===== config.mk =====
export PLATFORM = sky130hd
export DESIGN_NAME = pt_walker
export DESIGN_NICKNAME = d
export VERILOG_FILES = /design/src/rtl/pt_walker.sv
export SDC_FILE = /design/constraint.sdc
export NUM_CORES = 1
export LEC_CHECK = 0
export ABC_AREA = 1
export BUFFER_PORTS_ARGS = -buffer_cell sky130_fd_sc_hd__buf_4
export CAP_MARGIN = 20
export CORE_ASPECT_RATIO = 1.5
export CORE_UTILIZATION = 40
export CTS_CLUSTER_SIZE = 24
export DETAILED_ROUTE_END_ITERATION = 7
export MAX_ROUTING_LAYER = met4
export PLACE_DENSITY_LB_ADDON = 0.05
export SKIP_CTS_REPAIR_TIMING = 1
export SYNTH_ARGS = -nofsm -noshare
export SYNTH_HDL_FRONTEND = slang
export SYNTH_SLANG_ARGS = --single-unit

===== constraint.sdc =====
create_clock -name clk -period 5.5 [get_ports clk]
set_clock_uncertainty 0.2 [all_clocks]
set_input_delay 0.275 -clock clk [delete_from_list [all_inputs] [get_ports clk]]
set_output_delay 0.275 -clock clk [all_outputs]
set_load 0.02 [all_outputs]

===== src/rtl/pt_walker.sv =====
module pt_walker #(
  parameter int IDX_W = 10,
  parameter int OFF_W = 12
) (
  input  logic                            clk,
  input  logic                            rst_n,
  input  logic                            req_valid,
  output logic                            req_ready,
  input  logic [2*IDX_W+OFF_W-1:0]        req_vaddr,
  input  logic [2*IDX_W+OFF_W-1:0]        req_root,
  output logic                            rsp_valid,
  input  logic                            rsp_ready,
  output logic                            rsp_fault,
  output logic                            rsp_fault_inner,
  output logic [2*IDX_W+OFF_W-1:0]        rsp_paddr,
  output logic [2*IDX_W+OFF_W-1:0]        rsp_vaddr,
  output logic                            mem_rd_valid,
  input  logic                            mem_rd_ready,
  output logic [2*IDX_W+OFF_W-1:0]        mem_rd_addr,
  input  logic                            mem_rsp_valid,
  input  logic [2*IDX_W+OFF_W-1:0]        mem_rsp_data
);
  localparam int VA_W = 2*IDX_W + OFF_W;
  localparam int FR_W = VA_W - OFF_W;

  typedef enum logic [2:0] {S_IDLE, S_READ_OUTER, S_READ_INNER, S_DONE, S_FAULT} walk_t;

  walk_t             state;
  logic [VA_W-1:0]   va_q, root_q;
  logic [FR_W-1:0]   base_q;
  logic              sent, lvl;

  wire reading = (state == S_READ_OUTER) || (state == S_READ_INNER);
  wire [VA_W-1:0] outer_addr = root_q + VA_W'({va_q[VA_W-1 -: IDX_W], 2'b00});
  wire [VA_W-1:0] inner_addr = {base_q, {OFF_W{1'b0}}} + VA_W'({va_q[OFF_W +: IDX_W], 2'b00});
  wire entry_ok = mem_rsp_data[0];

  assign req_ready       = (state == S_IDLE);
  assign mem_rd_valid    = reading && !sent;
  assign mem_rd_addr     = (state == S_READ_OUTER) ? outer_addr : inner_addr;
  assign rsp_valid       = (state == S_DONE) || (state == S_FAULT);
  assign rsp_fault       = (state == S_FAULT);
  assign rsp_fault_inner = (state == S_FAULT) && lvl;
  assign rsp_paddr       = (state == S_DONE) ? {base_q, va_q[OFF_W-1:0]} : '0;
  assign rsp_vaddr       = va_q;

  always_ff @(posedge clk) begin
    if (!rst_n) begin
      state  <= S_IDLE;
      va_q   <= '0;
      root_q <= '0;
      base_q <= '0;
      sent   <= 1'b0;
      lvl    <= 1'b0;
    end else begin
      case (state)
        S_IDLE:
          if (req_valid) begin
            va_q   <= req_vaddr;
            root_q <= req_root;
            sent   <= 1'b0;
            state  <= S_READ_OUTER;
          end
        S_READ_OUTER, S_READ_INNER:
          if (mem_rd_valid && mem_rd_ready) begin
            sent <= 1'b1;
          end else if (sent && mem_rsp_valid) begin
            sent <= 1'b0;
            lvl  <= (state == S_READ_INNER);
            if (!entry_ok) begin
              state <= S_FAULT;
            end else begin
              base_q <= mem_rsp_data[VA_W-1:OFF_W];
              state  <= (state == S_READ_OUTER) ? S_READ_INNER : S_DONE;
            end
          end
        S_DONE, S_FAULT:
          if (rsp_ready) state <= S_IDLE;
        default: state <= S_IDLE;
      endcase
    end
  end
endmodule


### After elaboration in Yosys (flattened, before gate mapping)

Index checks and enable logic that the tools add are counted.

| word-level totals | value |
|---|---|
| flip-flop bits (word level) | 89 |
| input bits | 102 |
| output and inout port bits | 101 |

| operators by class | value |
|---|---|
| add/subtract/negate cells | 2 |
| equality and inequality tests | 9 |
| mux-type cells | 13 |
| bitwise logic cells | 1 |
| reductions and logical operators | 16 |

Operators with widths:

| kind | number |
|---|---|
| $add 32x12->32 | 2 |
| $mux 32 | 2 |
| $mux 3 | 5 |
| $pmux 3 s3 | 1 |
| $ne 2x2->1 const B | 4 |
| $reduce_and 4->1 | 2 |
| $eq 3x2->1 const B | 2 |
| $reduce_and 3->1 | 2 |
| $logic_and 1x1->1 | 4 |
| $mux 1 | 4 |
| $reduce_or 2->1 | 2 |
| $eq 3x1->1 const B | 1 |
| $eq 3x3->1 const B | 1 |
| $logic_not 3->1 | 1 |
| $ne 3x3->1 const B | 1 |
| $logic_or 1x1->1 | 2 |
| $pmux 1 s2 | 1 |
| $reduce_and 2->1 | 1 |
| $reduce_bool 2->1 | 1 |
| $logic_not 1->1 | 1 |
| $not 1->1 | 1 |

### Depth between registers and ports, before layout

Gate-level depths: netlist of the first run.

| depth | value |
|---|---|
| depth after elaboration | 6 |
| mapped depth | 13 |
| mapped depth without buffers | 13 |

### Worst setup path after synthesis of the first run

OpenSTA, ideal clock, no wires.

| timing path | value |
|---|---|
| kind | register to output |
| start point | register va_q[22], in the netlist rsp_vaddr[22] |
| end point | output port mem_rd_addr[10] |
| arrival | 2.021 ns |
| required time | 5.025 ns |
| path slack | 3.004 ns |
| cell stages (with the launch flop) | 9 |
| path buffers | 0 |
| path through | dfxtp_1 ha_1 fa_1 nand3_1 nand3_1 nand2_1 nand2_1 xnor2_1 o21ai_0 |

| on the way | value |
|---|---|
| longest elaborated chain between the ends | 2 |

Ends and longest elaborated chain:

| element | line | source |
|---|---|---|
| start, declared | 29 | `logic [VA_W-1:0] va_q, root_q;` |
| start signal, assigned | 59 | `va_q <= req_vaddr;` |
| $add 32x12->32 | 34 | `wire [VA_W-1:0] outer_addr = root_q + VA_W'({va_q[VA_W-1 -: IDX_W], 2'b00});` |
| $mux 32 | 40 | `assign mem_rd_addr = (state == S_READ_OUTER) ? outer_addr : inner_addr;` |
| end, declared | 19 | `output logic [2*IDX_W+OFF_W-1:0] mem_rd_addr,` |

No other way between the ends.

### Final worst setup path of the first run

| timing path | value |
|---|---|
| start point | register va_q[22], in the netlist rsp_vaddr[22] |
| end point | output port mem_rd_addr[14] |

Same word-level chain as after synthesis.

==> key figures, run 1 <==
Status
  • Outcome: finished with violations
  • Violations in the final reports: hold timing

CTS
  • CTS Buffer Depth: 2
  • H-tree depth: 3
  • CTS Buf Count: 9
  • Clk sink count: 89
  • Clock Latency Late Sink: 0.34 ns
  • Clock slew at reported path FFs: 0.07 ns
  • CTS tree: done
  • Root Driver: clkbuf_16

Synth
  • Yosys top cell area share: 35.5%
  • Avg Cell Area, Syn: 6.37 sq um
  • Number of flops mapped to enable cells by yosys: 0
  • Mapped Nets: 900
  • Simple-gate portion of the synthesized area: 31.6%
  • Post-synthesis compound-gate area fraction: 17.1%
  • Sequential element share of the synthesized area: 35.5%
  • Adder-cell area share of the yosys netlist: 2.89%
  • XOR/XNOR Fraction of Synth Area: 1.05%
  • Synth async-reset ratio: 0%
  • Synthesized instance count: 787
  • Proportion of synthesized area in mux cells: 0%
  • Top-count cell post-synth: nand2_1
  • Post-synth cell types: 31
  • Yosys warnings: 0
  • Post-Syn Area: 5010 sq um
  • Synth Flop Type: dfxtp_1
  • Synth area leaders: dfxtp_1, nand2_1, a21oi_1
  • Synth cell count leaders: nand2_1, inv_1, a21oi_1
  • Synth Register Bits: 89
  • Largest area contributor in the netlist: dfxtp_1
  • Main combinational cell family by area after synthesis: simple AND/OR/NAND/NOR gates

Floorplan
  • Die Width: 93.4 microns
  • Die height: 139 microns
  • I/O Pins: 203
  • Initial Util: 41.5%
  • Rows: 49
  • CORE AREA: 12100 sq um
  • Die area: 13000 sq um

STA
  • Final setup fails: 0
  • Max transition margin: 33.0%
  • Final hold slack: -0.0140 ns
  • Setup TNS Final: 0 ns
  • Final period util: 57.3%
  • Peak Freq: 0.317 GHz
  • Max Slew Vio Count: 0
  • Worst Tran Pin Value: 1.00 ns
  • RSZ-0062 raised after global routing: no
  • Final hold viol count: 5
  • Post-layout min period: 3.15 ns
  • Setup ws final: 2.35 ns

Power and ir drop
  • Max VDD drop: 0.000211 V
  • P per Cell Area: 396 nW/um^2
  • P_leak: 3.19 nW

Routing
  • Final wirelength: 16200 microns
  • Via count: 5526
  • Via density per instance: 4.96
  • Final ANT Viol Nets: 0
  • DR WL/cell: 14.6 microns
  • Iteration-0 DRC Markers: 195
  • First-pass DRT Iterations: 4
  • # DRC: 0

Global routing
  • Pin count of the biggest net entering global routing: 60
  • GR Util All Layers: 25.8%
  • Vias in the first global route: 5316
  • Global-route wire length before repair: 25600 microns
  • Final global-route overflow total: 0
  • Initial antenna violation count: 0

Min path
  • Hold Crit Class: primary input to register

Finish
  • Share of cells above drive strength 1: 24.0%
  • Multi-input gate area: 2650 sq um
  • NumNets Final: 1068
  • Area Growth Syn to Fin: 36.1%
  • Antenna fix cells: 0
  • Design Area, Final: 6820 sq um
  • Fill cells: 1240
  • Register Area: 1780 sq um

Worst setup path
  • CP Max Fanout: 8
  • Kind of critical path: register to output pin
  • Crit path DAT: 2.68 ns
  • Critical Path RT: 5.03 ns
  • CP max stage cell: fa_1
  • CP delay by family, top: simple AND/OR/NAND/NOR gates
  • CP max stage delay: 0.47 ns
  • CP startpoint kind: register
  • Crit-path most repeated cell: nand3_1
  • Critical-path cell list: ha_1 > fa_1 > nand3_1 > nand3_1 > nand3_1 > nand3b_2 > nor2_1 > nor2_1 > nand2_1 > o21ai_0 > buf_4
  • Crit. End Element: output pin
  • Worst path bufs/invs: 1

Run
  • MaxCap Viol Count: 0

Place
  • Setup WS pre-CTS: 2.59 ns
  • Detailed-placement wirelength estimate: 12600 microns
  • IO buf count: 191
  • Area after DPL: 6460 sq um
  • Gpl congestion: 0.952
[cells in the final DEF (no fill, tap or decap), drive strengths merged, types with 2 or more instances in the layout]
| master | Yosys | final |
|---|---|---|
| nand2 | 186 | 186 |
| nand3 | 85 | 85 |
| ha | 10 | 10 |
| dlygate4sd3 | 0 | 2 |
| bufinv | 0 | 2 |
| xnor2 | 6 | 6 |
| nor2 | 74 | 74 |
| clkbuf | 20 | 10 |
| and2 | 3 | 3 |
| nor3 | 9 | 9 |
| nand4 | 5 | 5 |
| buf | 18 | 193 |
| o21ai | 79 | 79 |
| dfxtp | 89 | 89 |
| inv | 106 | 109 |
| nand3b | 3 | 3 |
| a21oi | 90 | 90 |
[registers in the layout, indices dropped and copies added (netlist names)]
signal     flops
base_q        20
lvl            1
root_q        32
rsp_vaddr     32
sent           1
state          3
[worst min-delay path: cells and delay by family]
family,cells,cell delay (ns)
buffers and inverters,1,0.07
AOI/OAI and AO/OA,2,0.14
[path summary, 6_finish.rpt]
path | start | to | slack, ns | depth (start not counted)
max | rsp_vaddr[22] | mem_rd_addr[14] | 2.35 | 11
min | mem_rsp_data[25] | base_q[13] | -0.01 | 3
max reg2reg | state[0] | root_q[21] | 2.59 | 8
min reg2reg | root_q[1] | root_q[1] | 0.26 | 2
[report_power, final]
group          switching [mW]  internal [mW]
combinational           0.733          0.395
clock                   0.276          0.418
sequential              0.106          0.771
[final cells by class]
type,count,share of cell area [%]
clock buffer,10,3.50
clock inverter,6,1.43
inverter,106,5.83
multi-input combinational,554,38.8
sequential,89,26.1
tap,153,2.81
timing repair buffer,195,21.5
[per-layer routing]
metal	track usage (%)	wire (microns)
met1	28.5	6680
met2	46.2	8400
met3	3.34	636
met4	9.47	507
met5	-	0
[stage by stage]
step | util, % | power [mW] | cells
floorplan | - | 1.61 | 787
global placement | 53.5 | 2.00 | 1095
detailed placement | 53.5 | 2.02 | 1095
CTS | 56.3 | 2.72 | 1111
global route | 56.5 | 2.87 | 1113
finish | 56.5 | 2.70 | 1113
[cell families after synthesis]
kind of cell | Yosys count
buffers and inverters | 144
AO/OA/AOI/OAI | 171
adder cells (fa/ha/maj) | 11
XOR/XNOR | 6
AND/OR/NAND/NOR | 366
flip-flops | 89
(Power assumes the default switching activity.)
==> run 2: changes to the inputs <==
Clock period 5.5 ns to 2.7 ns, I/O delays scaled along.
==> key figures, run 2 (same netlist as run 1, synthesis figures left out) <==
Status
  • Outcome: finished with violations
  • Violations in the final reports: hold timing

Routing
  • Via count: 6053 (+9.5%)
  • Final ANT Viol Nets: 0 (unchanged)
  • Via density per instance: 4.98 (+0.26%)
  • DR WL/cell: 15.0 microns (+2.6%)
  • First-pass DRT Iterations: 4 (unchanged)
  • Iteration-0 DRC Markers: 266 (+36%)
  • Final wirelength: 18200 microns (+12%)
  • # DRC: 0 (unchanged)

Place
  • IO buf count: 191 (unchanged)
  • Setup WS pre-CTS: 0.152 ns (-2.44 ns)
  • Detailed-placement wirelength estimate: 13100 microns (+4.1%)
  • Area after DPL: 6540 sq um (+1.1%)
  • Gpl congestion: 0.963 (+1.1%)

Worst setup path
  • CP max stage cell: fa_2
  • Crit. End Element: output pin
  • RR Startpoint: state[0]
  • Kind of critical path: register to output pin
  • Worst R2R Setup Slack: 0.28 ns (-2.31 ns)
  • Cell count of the worst reg-to-reg path: 8 (unchanged)
  • Crit-path most repeated cell: nand2_1
  • Crit path DAT: 2.33 ns (-0.35 ns)
  • FF-to-FF End: rsp_vaddr[2]
  • Critical-path cell list: ha_4 > fa_2 > nand3_1 > nand3_2 > nand2_1 > nand2_1 > xnor2_1 > o21ai_0 > buf_4
  • CP startpoint kind: register
  • CP Max Fanout: 4 (-4)
  • CP max stage delay: 0.39 ns (-0.08 ns)
  • Critical Path RT: 2.37 ns (-2.66 ns)

STA
  • Final hold viol count: 6 (+1)
  • Setup ws final: 0.0352 ns (-2.31 ns)
  • Post-layout min period: 2.66 ns
  • Peak Freq: 0.375 GHz
  • Max Slew Vio Count: 0 (unchanged)
  • Max transition margin: 32.6% (-0.37 points)
  • Worst Tran Pin Value: 1.01 ns (+0.00805 ns)
  • Final setup fails: 0 (unchanged)
  • Final period util: 98.7%
  • Final hold slack: -0.0593 ns (-0.0454 ns)

CTS
  • CTS Buffer Depth: 2 (unchanged)
  • CTS Buf Count: 9 (unchanged)
  • H-tree depth: 3 (unchanged)
  • Clock Latency Late Sink: 0.34 ns (about the same)
  • CTS tree: done
  • Root Driver: clkbuf_16
  • Clk sink count: 89 (unchanged)
  • Clock slew at reported path FFs: 0.07 ns (about the same)

Finish
  • Area Growth Syn to Fin: 58.4%
  • Design Area, Final: 7940 sq um (+16%)
  • Share of cells above drive strength 1: 24.7% (+0.78 points)
  • Final Util: 65.8% (+9.3 points)
  • Commonest non-fill, non-tap cells in the layout: buf_4, nand2_1, inv_1
  • Commonest non-fill, non-tap cell in the layout: buf_4
  • NumNets Final: 1171 (+9.6%)
  • Register Area: 1780 sq um (about the same)
  • Multi-input gate area: 2770 sq um (+4.7%)
  • Fill cells: 1090 (-12%)
  • Antenna fix cells: 0 (unchanged)

Global routing
  • Vias in the first global route: 5548 (+4.4%)
  • GR Util All Layers: 26.8% (+1.1 points)
  • Initial antenna violation count: 0 (unchanged)
  • Pin count of the biggest net entering global routing: 52 (-13%)
  • Final global-route overflow total: 0 (unchanged)
  • Global-route wire length before repair: 26600 microns (+4.1%)

Floorplan
  • Rows: 49 (unchanged)
  • Die Width: 93.4 microns (unchanged)
  • CORE AREA: 12100 sq um (unchanged)
  • I/O Pins: 203 (unchanged)
  • Initial Util: 41.5% (unchanged)
  • Die area: 13000 sq um (unchanged)
  • Die height: 139 microns (unchanged)

Min path
  • Worst Hold Endpoint: rsp_vaddr[3]
  • Hold Crit Class: primary input to register
  • Hold Crit Depth: 3 (unchanged)
  • Min-delay src: rst_n

Power and ir drop
  • P per Cell Area: 712 nW/um^2 (+80%)
  • Max VDD drop: 0.000384 V (+82%)
  • Power, Total: 5.66 mW (+110%)
  • P_leak: 3.63 nW (+14%)

Run
  • MaxCap Viol Count: 0 (unchanged)
## run 2: cell count changes in the layout (fill, tap and decap cells not counted), moves of 4 or more
cell           change
ha_2               +4
nand3_2            +8
buf_4              +6
nor2_1             -4
dlygate4sd3_1     +95
ha_1               -6
nand3_1            -8
## run 2: cell type report
cell class / count / share of cell area [%]
clock inverters: 6 / 0.851
clock buffers: 10 / 2.88
well taps: 153 / 2.41
inverters: 106 / 5.01
multi-input cells: 554 / 34.9
flip-flops and latches: 89 / 22.4
repair buffers: 298 / 31.5
## run 2: critical path, delay by kind of cell (launching register included)
kind,cells,cell delay [ns]
adders and majority gates,2,0.57
xor gates and xnor gates,1,0.33
buffers and inverters,1,0.17
and+or+nand+nor,4,0.43
AOI/OAI and AO/OA,1,0.14
DFF,1,0.34
## run 2: layer usage
layer  vias up  share of wire, %  GRT usage [%]
li1       3076                 -              -
met2       163                54           47.9
met3        26               3.9           3.95
met4         0               2.6           9.96
met1      2788                40           29.6
met5         -                 0              -
## run 2: worst max-delay path by stage
stage | start | endpoint | slack, ns | cells after the start
2_1_floorplan | rsp_vaddr[22] | mem_rd_addr[10] | 0.34 | 8
3_3_place_gp | rsp_vaddr[22] | mem_rd_addr[14] | 0.22 | 11
3_5_place_dp | rsp_vaddr[22] | mem_rd_addr[14] | 0.15 | 11
4_1_cts | rsp_vaddr[22] | mem_rd_addr[14] | -0.21 | 11
5_1_grt | rsp_vaddr[22] | mem_rd_addr[10] | -0.01 | 9
6_report | rsp_vaddr[22] | mem_rd_addr[10] | 0.04 | 9
## run 2: stage by stage
stage / TNS, ns / cells
2_1_floorplan: 0 / 787
3_3_place_gp: 0 / 1101
3_5_place_dp: 0 / 1101
4_1_cts: -1.11 / 1117
5_1_grt: -0.0234 / 1216
6_report: 0 / 1216
## run 2: power by group
group / internal, mW / switching, mW
sequential: 1.57 / 0.230
clock: 0.722 / 0.556
combinational: 1.01 / 1.57
total: 3.31 / 2.35
